$ cat config.mk
export PLATFORM = sky130hd
export DESIGN_NAME = thermo_fc_ctrl
export DESIGN_NICKNAME = d
export VERILOG_FILES = /design/src/rtl/thermo_fc_pkg.sv /design/src/rtl/thermo_crc8.sv /design/src/rtl/thermo_nvbank.sv /design/src/rtl/thermo_alarm_cmp.sv /design/src/rtl/thermo_fc_ctrl.sv
export SDC_FILE = /design/constraint.sdc
export NUM_CORES = 1
export LEC_CHECK = 0
export CORE_MARGIN = 2
export CORE_UTILIZATION = 46
export DETAILED_ROUTE_END_ITERATION = 12
export PLACE_DENSITY = 0.66
export SYNTH_ARGS = -nofsm -noshare
export SYNTH_HDL_FRONTEND = slang
export SYNTH_SLANG_ARGS = --single-unit
$ cat constraint.sdc
create_clock -name clk -period 6.36 [get_ports clk]
set_input_delay 0.636 -clock clk [delete_from_list [all_inputs] [get_ports clk]]
set_output_delay 0.636 -clock clk [all_outputs]
set_load 0.01 [all_outputs]
$ cat src/rtl/thermo_fc_pkg.sv
package thermo_fc_pkg;
  localparam int TEMP_W   = 16;
  localparam int BYTE_W   = 8;
  localparam int SP_BYTES = 9;
  localparam int SP_BITS  = SP_BYTES * BYTE_W;
  localparam int CRC_BITS = (SP_BYTES - 1) * BYTE_W;

  localparam logic [7:0] OP_CONVERT = 8'h44;
  localparam logic [7:0] OP_WRITE   = 8'h4E;
  localparam logic [7:0] OP_READ    = 8'hBE;
  localparam logic [7:0] OP_COPY    = 8'h48;
  localparam logic [7:0] OP_RECALL  = 8'hB8;

  localparam logic [7:0] PAD_BYTE   = 8'hFF;
  localparam logic [7:0] PER_DEGREE = 8'h10;
  localparam logic [15:0] TEMP_RST  = 16'h00AA;
  localparam logic [7:0] REMAIN_RST = 8'h0C;

  typedef enum logic [2:0] {
    ST_IDLE, ST_CMD, ST_WRITE, ST_READ, ST_CONV, ST_COPY, ST_RECALL
  } fc_state_e;
endpackage

$ cat src/rtl/thermo_crc8.sv
module thermo_crc8 #(
  parameter int DATA_BITS = 64
) (
  input  logic [DATA_BITS-1:0] data,
  output logic [7:0]           crc
);
  localparam logic [7:0] POLY_REFL = 8'h8C;

  always_comb begin
    logic [7:0] acc;
    logic       fb;
    acc = '0;
    for (int i = 0; i < DATA_BITS; i++) begin
      fb  = acc[0] ^ data[i];
      acc = acc >> 1;
      if (fb) acc = acc ^ POLY_REFL;
    end
    crc = acc;
  end
endmodule

$ cat src/rtl/thermo_nvbank.sv
module thermo_nvbank #(
  parameter int         COPY_CYCLES   = 500000,
  parameter int         RECALL_CYCLES = 8,
  parameter logic [7:0] TH_INIT       = 8'h19,
  parameter logic [7:0] TL_INIT       = 8'h05
) (
  input  logic       clk,
  input  logic       rst_n,
  input  logic       copy_go,
  input  logic       recall_go,
  input  logic [7:0] th_in,
  input  logic [7:0] tl_in,
  output logic       busy,
  output logic       recall_fin,
  output logic [7:0] th_q,
  output logic [7:0] tl_q
);
  localparam int MAXC = (COPY_CYCLES > RECALL_CYCLES) ? COPY_CYCLES : RECALL_CYCLES;
  localparam int CW   = $clog2(MAXC + 1);

  logic [CW-1:0] cnt;
  logic          op_copy;
  logic [7:0]    th_pend, tl_pend;

  assign recall_fin = busy && (cnt == '0) && !op_copy;

  always_ff @(posedge clk or negedge rst_n) begin
    if (!rst_n) begin
      busy    <= 1'b0;
      op_copy <= 1'b0;
      cnt     <= '0;
      th_pend <= '0;
      tl_pend <= '0;
      th_q    <= TH_INIT;
      tl_q    <= TL_INIT;
    end else if (copy_go) begin
      busy    <= 1'b1;
      op_copy <= 1'b1;
      cnt     <= CW'(COPY_CYCLES - 1);
      th_pend <= th_in;
      tl_pend <= tl_in;
    end else if (recall_go) begin
      busy    <= 1'b1;
      op_copy <= 1'b0;
      cnt     <= CW'(RECALL_CYCLES - 1);
    end else if (busy) begin
      if (cnt == '0) begin
        busy <= 1'b0;
        if (op_copy) begin
          th_q <= th_pend;
          tl_q <= tl_pend;
        end
      end else begin
        cnt <= cnt - 1'b1;
      end
    end
  end
endmodule

$ cat src/rtl/thermo_alarm_cmp.sv
module thermo_alarm_cmp #(
  parameter int TW = 16
) (
  input  logic [TW-1:0] temp,
  input  logic [7:0]    hi_lim,
  input  logic [7:0]    lo_lim,
  output logic          hit
);
  logic signed [7:0] whole;
  assign whole = $signed(temp[8:1]);
  assign hit   = (whole > $signed(hi_lim)) || (whole < $signed(lo_lim));
endmodule

$ cat src/rtl/thermo_fc_ctrl.sv
module thermo_fc_ctrl
  import thermo_fc_pkg::*;
#(
  parameter int         COPY_CYCLES   = 500000,
  parameter int         RECALL_CYCLES = 8,
  parameter logic [7:0] TH_INIT       = 8'h19,
  parameter logic [7:0] TL_INIT       = 8'h05
) (
  input  logic        clk,
  input  logic        rst_n,
  input  logic        sel,
  input  logic        bus_rst,
  input  logic        rx_valid,
  input  logic        rx_data,
  output logic        rx_ready,
  output logic        tx_valid,
  output logic        tx_data,
  input  logic        tx_ready,
  output logic        conv_start,
  input  logic        conv_done,
  input  logic [15:0] conv_temp,
  input  logic [7:0]  conv_remain,
  output logic        alarm
);
  localparam int BCW = $clog2(SP_BITS);
  localparam int WR_BITS = 2 * BYTE_W;

  fc_state_e          state;
  logic [BCW-1:0]     bitcnt;
  logic [7:0]         cmd_sh;
  logic [WR_BITS-1:0] wr_sh;
  logic [TEMP_W-1:0]  sp_temp;
  logic [7:0]         sp_remain, sp_th, sp_tl;
  logic               alarm_q, conv_start_q;

  logic [SP_BITS-1:0] sp_img;
  logic [7:0]         sp_crc;
  logic [7:0]         cmd_next;
  logic [WR_BITS-1:0] wr_next;
  logic               rx_fire, tx_fire, busy_state, take_ctrl;
  logic               cmd_done, copy_go, recall_go;
  logic               nv_busy, recall_fin, new_hit;
  logic [7:0]         nv_th, nv_tl;

  assign busy_state = (state == ST_CONV) || (state == ST_COPY);
  assign take_ctrl  = !busy_state && (bus_rst || sel);
  assign rx_ready   = (state == ST_IDLE) || (state == ST_CMD) || (state == ST_WRITE);
  assign tx_valid   = (state == ST_READ) || (state == ST_RECALL);
  assign rx_fire    = rx_valid && rx_ready;
  assign tx_fire    = tx_valid && tx_ready;
  assign tx_data    = (state == ST_READ) ? sp_img[bitcnt] : !nv_busy;
  assign conv_start = conv_start_q;
  assign alarm      = alarm_q;

  assign cmd_next  = {rx_data, cmd_sh[7:1]};
  assign wr_next   = {rx_data, wr_sh[WR_BITS-1:1]};
  assign cmd_done  = (state == ST_CMD) && rx_fire && !take_ctrl && (bitcnt == BCW'(BYTE_W - 1));
  assign copy_go   = cmd_done && (cmd_next == OP_COPY);
  assign recall_go = cmd_done && (cmd_next == OP_RECALL);

  assign sp_img = {sp_crc, PER_DEGREE, sp_remain, PAD_BYTE, PAD_BYTE, sp_tl, sp_th, sp_temp};

  thermo_crc8 #(.DATA_BITS(CRC_BITS)) u_crc (
    .data (sp_img[CRC_BITS-1:0]),
    .crc  (sp_crc)
  );

  thermo_alarm_cmp #(.TW(TEMP_W)) u_cmp (
    .temp   (conv_temp),
    .hi_lim (sp_th),
    .lo_lim (sp_tl),
    .hit    (new_hit)
  );

  thermo_nvbank #(
    .COPY_CYCLES   (COPY_CYCLES),
    .RECALL_CYCLES (RECALL_CYCLES),
    .TH_INIT       (TH_INIT),
    .TL_INIT       (TL_INIT)
  ) u_nv (
    .clk        (clk),
    .rst_n      (rst_n),
    .copy_go    (copy_go),
    .recall_go  (recall_go),
    .th_in      (sp_th),
    .tl_in      (sp_tl),
    .busy       (nv_busy),
    .recall_fin (recall_fin),
    .th_q       (nv_th),
    .tl_q       (nv_tl)
  );

  always_ff @(posedge clk or negedge rst_n) begin
    if (!rst_n) begin
      state        <= ST_IDLE;
      bitcnt       <= '0;
      cmd_sh       <= '0;
      wr_sh        <= '0;
      sp_temp      <= TEMP_RST;
      sp_remain    <= REMAIN_RST;
      sp_th        <= TH_INIT;
      sp_tl        <= TL_INIT;
      alarm_q      <= 1'b0;
      conv_start_q <= 1'b0;
    end else begin
      conv_start_q <= 1'b0;
      if (recall_fin) begin
        sp_th <= nv_th;
        sp_tl <= nv_tl;
      end
      if (take_ctrl) begin
        state  <= bus_rst ? ST_IDLE : ST_CMD;
        bitcnt <= '0;
      end else begin
        unique case (state)
          ST_CMD: if (rx_fire) begin
            cmd_sh <= cmd_next;
            bitcnt <= bitcnt + 1'b1;
            if (cmd_done) begin
              bitcnt <= '0;
              unique case (cmd_next)
                OP_CONVERT: begin
                  state        <= ST_CONV;
                  conv_start_q <= 1'b1;
                end
                OP_WRITE:  state <= ST_WRITE;
                OP_READ:   state <= ST_READ;
                OP_COPY:   state <= ST_COPY;
                OP_RECALL: state <= ST_RECALL;
                default:   state <= ST_IDLE;
              endcase
            end
          end
          ST_WRITE: if (rx_fire) begin
            wr_sh  <= wr_next;
            bitcnt <= bitcnt + 1'b1;
            if (bitcnt == BCW'(WR_BITS - 1)) begin
              sp_th <= wr_next[7:0];
              sp_tl <= wr_next[15:8];
              state <= ST_IDLE;
            end
          end
          ST_READ: if (tx_fire) begin
            if (bitcnt == BCW'(SP_BITS - 1)) state <= ST_IDLE;
            else bitcnt <= bitcnt + 1'b1;
          end
          ST_CONV: if (conv_done) begin
            sp_temp   <= conv_temp;
            sp_remain <= conv_remain;
            alarm_q   <= new_hit;
            state     <= ST_IDLE;
          end
          ST_COPY: if (!nv_busy) state <= ST_IDLE;
          default: ;
        endcase
      end
    end
  end
endmodule

Word-level counts from Yosys, hierarchy flattened
Cells that the tools add are included.
{ "op_classes": {"addsub": 2, "order_cmp": 3, "n_eq_ne": 24, "muxes": 111, "n_bitwise": 105, "n_reduce_logical": 33} }
{ "op_table": {"columns": ["op", "count"], "rows": [
  ["8-bit 2-to-1 mux", 74],
  ["2-bit inverter with 3-bit output", 63],
  ["19-bit 2-to-1 mux", 4],
  ["7-bit 2-to-1 mux", 6],
  ["1-bit bitwise XOR", 39],
  ["3-bit one-hot mux with 5 select lines", 2],
  ["3-bit 2-to-1 mux", 9],
  ["8-bit by 7-bit == test with 1-bit output, second input constant", 3],
  ["3-bit inequality test, second input constant", 8],
  ["7-bit one-hot mux with 3 select lines", 1],
  ["19-bit zero test", 1],
  ["19-bit by 1-bit subtractor with 19-bit output, second input constant", 1],
  ["8-bit == test, second input constant", 2],
  ["1-bit 2-to-1 mux", 14],
  ["1-bit logical AND", 10],
  ["5-bit AND reduction", 2],
  ["3-bit == test, second input constant", 3],
  ["3-bit AND reduction", 3],
  ["9-bit AND reduction", 1],
  ["8-bit greater-than comparator", 1],
  ["7-bit by 8-bit less-than comparator with 1-bit output, second input constant", 1],
  ["8-bit less-than comparator", 1],
  ["7-bit by 1-bit adder with 7-bit output, second input constant", 1],
  ["1-bit binary-select mux with 7-bit select", 1],
  ["15 further kinds", 27]
]} }
{ "word_totals": {"regBits": 129, "input_bits": 32} }

Longest topological paths before layout
Gate-level depths: netlist of the first run.
{ "depth": {"ltp_word": 130, "depth_mapped": 15} }

Hierarchy
From an unflattened synthesis of the first run, not the netlist that was laid out.
{ "hier_totals": {"cells_unflattened": 712, "hier_area_um2": 8699.6} }
{ "by_module_without_submodules": {"columns": ["module", "n_inst", "cells_per_inst", "area_per_inst_um2", "seq_area_each_um2"], "rows": [
  ["thermo_fc_ctrl", 1, 322, 3897.5, 1865.5],
  ["thermo_nvbank", 1, 182, 2308.5, 1332.5],
  ["thermo_crc8", 1, 157, 2080.7, 0.0],
  ["thermo_alarm_cmp", 1, 51, 412.9, 0.0]
]} }

Least setup slack after synthesis of the first run
Ideal clock, no wire load.
{ "synth_path": {"path_kind": "register -> output", "startpoint": "reg sp_temp[7]", "endpoint": "out tx_data", "arrival_time_ns": 3.655, "required_ns": 5.724, "slack_ns": 2.069, "stages_incl_launch_ff": 11, "path_buffers": 0, "cell_sequence": "dfstp_2 > xor3_2 > xnor2_1 > xnor3_1 > xnor3_2 > xnor3_1 > xnor3_1 > xor2_1 > o211ai_1 > or3b_1 > a31o_1"} }
{ "synth_between": {"elab_chain_cells": 83} }
{ "synth_rtl": {"columns": ["element", "line_no", "text"], "rows": [
  ["from (decl)", "thermo_fc_ctrl.sv:32", "logic [TEMP_W-1:0] sp_temp;"],
  ["from (signal assigned)", "thermo_fc_ctrl.sv:148", "sp_temp <= conv_temp;"],
  ["1-bit bitwise XOR", "thermo_crc8.sv:14", "fb = acc[0] ^ data[i];"],
  ["8-bit 2-to-1 mux", "thermo_crc8.sv:16", "if (fb) acc = acc ^ POLY_REFL;"],
  ["8-bit 2-to-1 mux or 2-bit inverter with 3-bit output (tied branches)", null, null],
  ["8-bit 2-to-1 mux", "thermo_crc8.sv:16", null],
  ["1-bit bitwise XOR or 8-bit 2-to-1 mux (tied branches)", "thermo_crc8.sv:14, thermo_crc8.sv:16", null],
  ["8-bit 2-to-1 mux", "thermo_crc8.sv:16", null],
  ["2-bit inverter with 3-bit output (no line) or 1-bit bitwise XOR (tied branches)", null, null],
  ["8-bit 2-to-1 mux", "thermo_crc8.sv:16", null],
  ["(+67 left out)", null, null],
  ["8-bit 2-to-1 mux or 2-bit inverter with 3-bit output (tied branches)", null, null],
  ["2-bit inverter with 3-bit output (no line) or 8-bit 2-to-1 mux (tied branches)", null, null],
  ["8-bit 2-to-1 mux", "thermo_crc8.sv:16", null],
  ["2-bit inverter with 3-bit output (no line) or 8-bit 2-to-1 mux (tied branches)", null, null],
  ["8-bit 2-to-1 mux", "thermo_crc8.sv:16", null],
  ["1-bit binary-select mux with 7-bit select *", "thermo_fc_ctrl.sv:51", "assign tx_data = (state == ST_READ) ? sp_img[bitcnt] : !nv_busy;"],
  ["1-bit 2-to-1 mux (implied by the code) *", "thermo_fc_ctrl.sv:51", null],
  ["1-bit 2-to-1 mux *", "thermo_fc_ctrl.sv:51", null],
  ["to (decl)", "thermo_fc_ctrl.sv:17", "output logic tx_data,"]
]} }
Mark *: on every way between the ends. The rest lies on a longest branch, timed or not. The select of a mux whose other input is x is not followed.

Worst setup path after layout of the first run
Ends and elaborated chain as after synthesis.

==> results of run 1 <==
per-layer routing:
layer	global-route usage, %	vias up
met3	3.12	17
li1	-	2402
met5	0	-
met4	7.57	0
met1	28.4	2558
met2	31.3	104
worst max-delay path, cell delays in order, from the launching register on:
cell	delay, ns
dfstp_2	0.57
xor3_2	0.50
xnor2_1	0.31
xnor3_1	0.41
xnor3_2	0.45
xnor3_2	0.47
xnor2_1	0.15
a21oi_1	0.21
xnor2_1	0.12
o211ai_1	0.15
or3b_1	0.36
a31o_1	0.22
clkdlybuf4s50_1	0.47
kinds of logic (layout without fill, tap and decap cells):
| kind of cell | after synthesis | after routing |
|---|---|---|
| simple gates | 169 | 169 |
| flops | 127 | 127 |
| xor+xnor | 120 | 120 |
| mux | 93 | 93 |
| compound gates | 87 | 87 |
| buf+inv | 55 | 99 |
| fa+ha+maj | 21 | 21 |
synthesized netlist by cell type (2+ instances only):
cell type and count:
dfrtp_1 111, mux2_2 63, xnor2_1 62, nor2_1 59, nand2_1 42, o21ai_0 35
a21oi_1 30, inv_1 25, clkbuf_1 23, ha_1 21, xnor3_1 19, mux2i_1 18
xor2_1 18, nor3_1 17, dfstp_2 16, nand3_1 13, mux4_2 12, or3_1 7
buf_2 6, nand2b_1 6, or4_1 6, xor3_1 6, xnor3_2 5, nor2b_1 4
o211ai_1 4, xnor2_2 4, xor2_2 4, a211oi_1 3, and3_1 3, nand4_1 3
o21ai_1 3, a31oi_1 2, or2_2 2, xor3_2 2
report_power, final:
group	total [W]	internal (W)	switching, W	leakage, nW
combinational	0.00121	0.000685	0.000522	2.09
sequential	0.000866	0.000833	0.0000332	1.56
clock	0.000942	0.000597	0.000345	0.272
registers in the layout, summed over array words and instances (netlist names):
signal,count
alarm,1
bitcnt,7
cmd_sh,7
conv_start,1
sp_remain,8
sp_temp,16
sp_th,8
sp_tl,8
state,3
u_nv.busy,1
u_nv.cnt,19
u_nv.op_copy,1
u_nv.th_pend,8
u_nv.th_q,8
u_nv.tl_pend,8
u_nv.tl_q,8
wr_sh,15
path summary, 6_finish.rpt:
path	start	cells after the start	slack (ns)	end
setup / recovery	sp_temp[7]	12	0.91	tx_data
hold / removal	rst_n	1	0.33	u_nv.cnt[12]
setup reg to reg	state[1]	10	1.93	u_nv.th_q[1]
hold reg to reg	u_nv.tl_pend[6]	2	0.48	u_nv.tl_pend[6]
max in group asynchronous	rst_n	2	4.74	bitcnt[0]
min in group clk	u_nv.tl_pend[6]	2	0.48	u_nv.tl_pend[6]
per-stage QoR:
stage | hold WS, ns | instances | cell area [um^2]
final | 0.326 | 936 | 8810
after global routing | 0.406 | 936 | 8810
after CTS | 0.356 | 936 | 8810
after detailed placement | 0.468 | 904 | 8250
after global placement | 0.454 | 904 | 8250
after floorplan | 0.340 | 672 | 7680
cell usage in the layout, fill, tap and decap left out, drive strengths merged, types with 2 or more instances in the layout:
cell / count
buf: 7
clkdlybuf4s50: 35
mux4: 12
bufinv: 2
a211oi: 3
or2: 2
xnor2: 66
and3: 3
nand2: 42
a21oi: 30
nand3: 13
nor2b: 4
dfstp: 16
clkinv: 3
or3: 7
xnor3: 24
dfrtp: 111
xor3: 8
clkbuf: 26
nand2b: 6
o211ai: 4
mux2: 63
o21ai: 38
ha: 21
mux2i: 18
inv: 25
nor3: 17
xor2: 22
a31oi: 2
nand4: 3
or4: 6
nor2: 59
area by class of cell:
type / count / area (um^2)
multi-input cells: 490 / 4280
inverters: 25 / 93.8
fillers: 1433 / 7650
clock inverters: 6 / 86.3
flip-flops and latches: 127 / 3200
well taps: 220 / 275
clock buffers: 26 / 479
repair buffers: 42 / 403
==> flow_metrics.env, run 1 <==
export IMPL_cts_resized_gates=0
export IMPL_start_util_pct=46.7
export IMPL_cts_tree="built"
export IMPL_drt_pass1_iter_count=5
export IMPL_critPathLaunchType="register"
export IMPL_grt_pass1_vias=5370
export IMPL_synth_cells=672
export IMPL_synth_edf_count=0
export IMPL_dieHeight_um=133
export IMPL_syn_area_per_cell_um2=11.4
export IMPL_htree_levels=4
export IMPL_place_ws_ns=1.40
export IMPL_ys_flop_type="dfrtp_1"
export IMPL_finalSetupViolCount=0
export IMPL_hold_path_class="in2async"
export IMPL_crit_arrival_ns=4.82
export IMPL_numPortBuffers=36
export IMPL_power_density_nw_per_um2=342
export IMPL_grt_pass1_wl_mm=27.8
export IMPL_rows=47
export IMPL_clk_pin_slew_ns=0.06
export IMPL_syn_num_nets=725
export IMPL_grt_usage_pct=20.0
export IMPL_drt_wl_total_mm=16.5
export IMPL_final_layout_size_suffix_gt1_share_pct=19.8
export IMPL_wl_met2_mm=7.81
export IMPL_synth_xor_area_share_pct=20.4
export IMPL_worst_pin_slew_ns=0.865
export IMPL_routed_top_layer="met4"
export IMPL_cts_sinks=127
export IMPL_overflow=0
export IMPL_antenna_found_initial=0
export IMPL_vias=5081
export IMPL_yosys_cell_types_count=52
export IMPL_cts_hold_buf=0
export IMPL_cp_data_required_time_ns=5.72
export IMPL_skew_ns=0.0125
export IMPL_timing_final_crit_share_pct=85.7
export IMPL_p_leak_nw=3.93
export IMPL_ys_ff_latch=127
export IMPL_fmax_ghz=0.183
export IMPL_drc=0
export IMPL_syn_area_um2=7680
export IMPL_synth_compound_area_share_pct=6.34
export IMPL_ys_seq_area_share_pct=41.6
export IMPL_fin_tns_setup_ns=0
export IMPL_die_w_um=133
export IMPL_core_um2=16500
export IMPL_peakVddDrop_v=0.000397
export IMPL_synth_warnings=0
export IMPL_muxShareOfSynthArea_pct=15.1
export IMPL_synthAdderAreaFrac_pct=3.42
export IMPL_finalCriticalPeriod_ns=5.45
export IMPL_maxSlewHeadroom_pct=42.4
export IMPL_rsz0062_at_grt="no"
export IMPL_grt_max_degree=71
export IMPL_first_iter_violations=299
export IMPL_critPathKind="reg2out"
export IMPL_syn_to_final_growth_pct=14.7
export IMPL_root_buffer="clkbuf_16"
export IMPL_synth_top_family_by_area="XOR/XNOR gates"
export IMPL_status="complete, no violations"
export IMPL_vias_per_cell=5.43
export IMPL_pin_count=37
export IMPL_gp_congestion=0.881
export IMPL_synth_top_area_share_pct=36.2
export IMPL_yosys_area_top_type="dfrtp_1"
export IMPL_ant_nets=0
export IMPL_worstSkewPairLatency_ns=0.42
export IMPL_synthSimpleGateAreaFrac_pct=10.3
export IMPL_numCtsBuffers=17
export IMPL_cp_end_kind="output port"
export IMPL_hpwl_mm=11.7
export IMPL_final_nets=756
export IMPL_die_area_um2=17800
export IMPL_path_max_fanout=5
export IMPL_postLayoutCoreUtil_pct=53.5
export IMPL_wl_met3_um=558
export IMPL_antenna_cells=0
export IMPL_hold_viol=0
export IMPL_post_cts_buffers=0
export IMPL_p_total_w=0.00301
export IMPL_drv_slew=0
export IMPL_cts_buffer_depth=2
export IMPL_wl_met1_mm=7.93
export IMPL_layout_setup_ws_ns=0.909
export IMPL_wl_per_cell_um=17.6
export IMPL_async_flop_share_pct=100
export IMPL_drv_cap=0
export IMPL_synthTopCellsByArea="dfrtp_1, mux2_2, xnor2_1"
Power figures use the tool's default switching activity.
==> inputs of run 2 (changes only) <==
- DONT_BUFFER_PORTS: default -> 1
- PLACE_DENSITY: 0.66 -> 0.63
==> flow_metrics.env, run 2 (same netlist as run 1, synthesis figures left out) <==
export IMPL_gp_congestion=0.850
export IMPL_finalCriticalPeriod_ns=5.07
export IMPL_met3_usage_pct=5.56
export IMPL_grt_usage_pct=19.7
export IMPL_drv_slew=0
export IMPL_crit_slowest_cell="dfstp_2"
export IMPL_met2_usage_pct=31.2
export IMPL_fin_tns_setup_ns=0
export IMPL_grt_max_degree=112
export IMPL_start_util_pct=46.7
export IMPL_ant_nets=0
export IMPL_peakVddDrop_v=0.000385
export IMPL_grt_pass1_wl_mm=26.9
export IMPL_cts_tree="built"
export IMPL_p_int_w=0.00207
export IMPL_drv_cap=0
export IMPL_final_nets=720
export IMPL_die_area_um2=17800
export IMPL_swShare_pct=30.2
export IMPL_cp_common_cell="xnor3_1"
export IMPL_multi_input_area_um2=4280
export IMPL_p_comb_share_pct=40.0
export IMPL_place_ws_ns=1.50
export IMPL_grt_pass1_vias=5077
export IMPL_maxSlewHeadroom_pct=22.2
export IMPL_final_layout_size_suffix_gt1_share_pct=21.3
export IMPL_antenna_found_initial=0
export IMPL_fmax_ghz=0.197
export IMPL_top_register="u_nv.cnt"
export IMPL_status="complete, no violations"
export IMPL_final_common_cell="dfrtp_1"
export IMPL_critPathLaunchType="register"
export IMPL_final_cell_mix="dfrtp_1, mux2_2, xnor2_1"
export IMPL_antenna_cells=0
export IMPL_crit_arrival_ns=4.43
export IMPL_grtUsageMet1_pct=26.9
export IMPL_finalSetupViolCount=0
export IMPL_r2r_cells=9
export IMPL_worst_pin_slew_ns=1.17
export IMPL_rsz0062_at_grt="no"
export IMPL_cts_buffer_depth=2
export IMPL_p_leak_nw=3.80
export IMPL_sequentialPowerShare_pct=29.0
export IMPL_slowest_delay_ns=0.64
export IMPL_htree_levels=4
export IMPL_p_sw_w=0.000899
export IMPL_timing_final_crit_share_pct=79.7
export IMPL_regArea_um2=3200
export IMPL_drt_wl_total_mm=16.6
export IMPL_reg_largest_list="u_nv.cnt: 19 flops, sp_temp: 16 flops, wr_sh: 15 flops"
export IMPL_overflow=0
export IMPL_pin_count=37
export IMPL_vias_per_cell=5.50
export IMPL_clockPowerShare_pct=31.0
export IMPL_crit_chain="xor3_1 > xnor3_1 > xnor3_1 > xnor3_1 > xnor3_2 > xnor2_2 > xor3_1 > nor2_1 > a211oi_1 > or3b_1 > a31o_1"
export IMPL_hpwl_mm=11.8
export IMPL_vias=4948
export IMPL_largest_reg_flops=19
export IMPL_n_fill_cell=1484
export IMPL_power_density_nw_per_um2=351
export IMPL_drc=0
export IMPL_cts_sinks=127
export IMPL_worstSkewPairLatency_ns=0.41
export IMPL_drt_pass1_iter_count=4
export IMPL_hold_path_class="in2async"
export IMPL_dieHeight_um=133
export IMPL_root_buffer="clkbuf_16"
export IMPL_skew_ns=0.00554
export IMPL_wl_per_cell_um=18.4
export IMPL_rows=47
export IMPL_syn_to_final_growth_pct=10.2
export IMPL_post_cts_buffers=0
export IMPL_path_max_fanout=6
export IMPL_die_w_um=133
export IMPL_critPathKind="reg2out"
export IMPL_core_um2=16500
export IMPL_first_iter_violations=346
export IMPL_hold_viol=0
export IMPL_clk_pin_slew_ns=0.06
export IMPL_cp_data_required_time_ns=5.72
export IMPL_cp_end_kind="output port"
export IMPL_numCtsBuffers=17
export IMPL_numPortBuffers=0
export IMPL_cts_resized_gates=0
export IMPL_layout_setup_ws_ns=1.29
export IMPL_busiest_layer="met2"
## run 2: cell count changes in the layout (fill, tap and decap cells not counted)
cell | before | now
clkdlybuf4s50_1 | 35 | 0
clkinv_2 | 2 | 7
clkbuf_8 | 2 | 0
buf_4 | 7 | 5
clkinv_4 | 1 | 2
buf_16 | 0 | 1
clkbuf_1 | 7 | 3
## run 2: routing by layer
layer	vias up	routed length [um]	share of wire (%)
met5	-	0	0
met4	0	223	1.3
met3	19	816	4.9
met2	114	7710	46
met1	2483	7840	47
li1	2332	-	-
## run 2: cell type report
cell class              instances  share of cell area (%)
multi-input cells             490                    50.5
flip-flops and latches        127                    37.8
clock buffers                  20                    5.16
well taps                     220                    3.25
clock inverters                12                    1.42
inverters                      25                    1.11
repair buffers                  6                   0.769
## run 2: worst max-delay path: cells and delay by family (launching register included)
kind             cells  cell delay [ns]
AO/OA/AOI/OAI        2             0.31
XOR/XNOR             7             2.61
flip-flops           1             0.64
AND/OR/NAND/NOR      2             0.45
## run 2: metrics by stage
| step | utilization, % | instances | hold WS, ns | power [W] | area (um^2) |
|---|---|---|---|---|---|
| 6_report | 51.4 | 900 | 0.0703 | 0.00297 | 8460 |
| 5_1_grt | 51.4 | 900 | 0.0471 | 0.00313 | 8460 |
| 4_1_cts | 51.4 | 900 | 0.0553 | 0.00300 | 8460 |
| 3_5_place_dp | 47.9 | 867 | 0.345 | 0.00205 | 7880 |
| 3_3_place_gp | 47.9 | 867 | 0.347 | 0.00201 | 7880 |
| 2_1_floorplan | - | 672 | 0.340 | 0.00190 | 7680 |
## run 2: path summary, 6_finish.rpt
kind                                   end  slack (ns)             from
min in group clk              sp_remain[1]        0.37   conv_remain[1]
max                                tx_data        1.29         sp_tl[0]
max reg2reg                   u_nv.th_q[6]        1.47         state[1]
min                               sp_tl[2]        0.07            rst_n
max in group asynchronous        wr_sh[12]        5.77            rst_n
min reg2reg                u_nv.tl_pend[6]        0.47  u_nv.tl_pend[6]
## run 2: what timing repair did
action | CTS | global route
hold endpoints to repair | 111 | 0
endpoints found under the setup margin | 0 | 0
hold buffers | 1 | 0
## run 2: power by group through the flow
stage	clock, W	combinational [W]	sequential [W]
floorplan	0	0.00103	0.000865
global placement	0	0.00113	0.000873
detailed placement	0	0.00117	0.000875
CTS	0.000938	0.00120	0.000861
global route	0.000980	0.00129	0.000866
finish	0.000921	0.00119	0.000862
==> inputs of run 3 (changes only) <==
- clock period: 6.36 -> 5 ns (I/O delays scaled with it)
==> flow_metrics.env, run 3 (same netlist as run 1, synthesis figures left out) <==
export IMPL_slowest_delay_ns=0.57
export IMPL_die_area_um2=17800
export IMPL_cts_sinks=127
export IMPL_numPortBuffers=0
export IMPL_clk_pin_slew_ns=0.06
export IMPL_hold_path_class="in2async"
export IMPL_status="complete, no violations"
export IMPL_crit_family="XOR/XNOR gates"
export IMPL_cts_tree="built"
export IMPL_vias_per_cell=5.53
export IMPL_path_max_fanout=5
export IMPL_dieHeight_um=133
export IMPL_post_cts_buffers=0
export IMPL_finalCriticalPeriod_ns=4.80
export IMPL_drc=0
export IMPL_drv_cap=0
export IMPL_die_w_um=133
export IMPL_hpwl_mm=11.5
export IMPL_drt_pass1_iter_count=5
export IMPL_overflow=0
export IMPL_final_layout_size_suffix_gt1_share_pct=21.7
export IMPL_n_fill_cell=1457
export IMPL_final_common_cell="dfrtp_1"
export IMPL_final_nets=721
export IMPL_power_density_nw_per_um2=452
export IMPL_worstSkewPairLatency_ns=0.41
export IMPL_largest_reg_flops=19
export IMPL_ant_nets=0
export IMPL_drv_slew=0
export IMPL_gp_congestion=0.894
export IMPL_first_iter_violations=330
export IMPL_grt_usage_pct=19.5
export IMPL_final_cell_area_um2=8520
export IMPL_antenna_cells=0
export IMPL_worst_pin_slew_ns=0.828
export IMPL_grt_pass1_wl_mm=27.0
export IMPL_drt_wl_total_mm=16.2
export IMPL_start_util_pct=46.7
export IMPL_fmax_ghz=0.209
export IMPL_pin_count=37
export IMPL_critPathLaunchType="register"
export IMPL_peakVddDrop_v=0.000515
export IMPL_grt_max_degree=128
export IMPL_cp_end_kind="output port"
export IMPL_rows=47
export IMPL_reg_largest_list="u_nv.cnt: 19 flops, sp_temp: 16 flops, wr_sh: 15 flops"
export IMPL_crit_chain="xor3_2 > xnor2_2 > xnor3_1 > xnor3_2 > xnor3_2 > xnor2_1 > a21oi_1 > xnor2_1 > o211ai_1 > or3b_1 > a31o_1"
export IMPL_cp_data_required_time_ns=4.50
export IMPL_skew_ns=0.00786
export IMPL_syn_to_final_growth_pct=10.8
export IMPL_path_buf_inv=0
export IMPL_cts_buffer_depth=2
export IMPL_crit_arrival_ns=4.30
export IMPL_finalSetupViolCount=0
export IMPL_timing_final_crit_share_pct=95.9
export IMPL_critPathKind="reg2out"
export IMPL_p_leak_nw=3.82
export IMPL_hold_viol=0
export IMPL_maxSlewHeadroom_pct=44.8
export IMPL_core_um2=16500
export IMPL_place_area_um2=7890
export IMPL_postLayoutCoreUtil_pct=51.7
export IMPL_root_buffer="clkbuf_16"
export IMPL_grt_pass1_vias=5115
export IMPL_crit_slowest_cell="dfstp_2"
export IMPL_top_register="u_nv.cnt"
export IMPL_antenna_found_initial=0
export IMPL_wl_per_cell_um=18.0
export IMPL_htree_levels=4
export IMPL_numCtsBuffers=17
export IMPL_vias=4986
export IMPL_final_cell_mix="dfrtp_1, mux2_2, xnor2_1"
==> run 3: path summary, 6_finish.rpt <==
check	depth (start not counted)	start	endpoint	slack [ns]
max	11	sp_temp[7]	tx_data	0.20
min	1	rst_n	u_nv.cnt[9]	0.004
max reg2reg	9	state[1]	u_nv.th_q[6]	0.81
min reg2reg	2	u_nv.tl_pend[7]	u_nv.tl_pend[7]	0.47
max in group asynchronous	1	rst_n	u_nv.tl_pend[3]	4.45
min in group clk	1	conv_remain[6]	sp_remain[6]	0.23
==> run 3: per-stage QoR <==
| step | hold slack [ns] | TNS (ns) | power (W) | instances | setup WS (ns) |
|---|---|---|---|---|---|
| 5_1_grt | 0.0712 | -0.00235 | 0.00406 | 901 | -0.00235 |
| 4_1_cts | 0.0802 | 0 | 0.00387 | 901 | 0.140 |
| 2_1_floorplan | 0.204 | 0 | 0.00242 | 672 | 0.845 |
| 3_5_place_dp | 0.210 | 0 | 0.00260 | 868 | 0.633 |
| 3_3_place_gp | 0.211 | 0 | 0.00255 | 868 | 0.690 |
| 6_report | 0.00377 | 0 | 0.00385 | 901 | 0.204 |
==> run 3: worst reg2reg max path, cell delays in order (launching register included) <==
cell and delay [ns]:
dfrtp_1 0.48, inv_1 0.19, ha_1 0.19, or2_2 0.18, nand3_1 0.32, or4_1 0.68
or3_1 0.45, o21ai_1 0.39, or4_1 0.76, mux2_2 0.43
==> run 3: area by class of cell <==
type                            instances  area, um^2  area share, %
Tap cell                              220         275           3.23
Inverter                               25        93.8           1.10
Multi-Input combinational cell        490        4280           50.3
Clock buffer                           23         488           5.73
Clock inverter                          9         105           1.23
Sequential cell                       127        3200           37.6
Timing Repair Buffer                    7        72.6          0.852
==> run 3: power by group <==
group / total (W) / internal (W) / switching, W / leakage (nW)
clock: 0.00124 / 0.000786 / 0.000454 / 0.294
combinational: 0.00151 / 0.000852 / 0.000660 / 1.97
sequential: 0.00110 / 0.00106 / 0.0000389 / 1.56
total: 0.00385 / 0.00270 / 0.00115 / 3.82
==> run 3: what timing repair did <==
item,CTS,global route
endpoints found under the setup margin,0,1
resized for setup,0,1
hold buffers,1,0
endpoints found under the hold margin,127,0
==> run 3: per-layer routing <==
layer | up-vias | wire [um] | global-route usage (%)
li1 | 2337 | - | -
met1 | 2497 | 7620 | 27.5
met2 | 136 | 7450 | 29.8
met3 | 16 | 1020 | 6.01
met4 | 0 | 147 | 4.43
met5 | - | 0 | 0
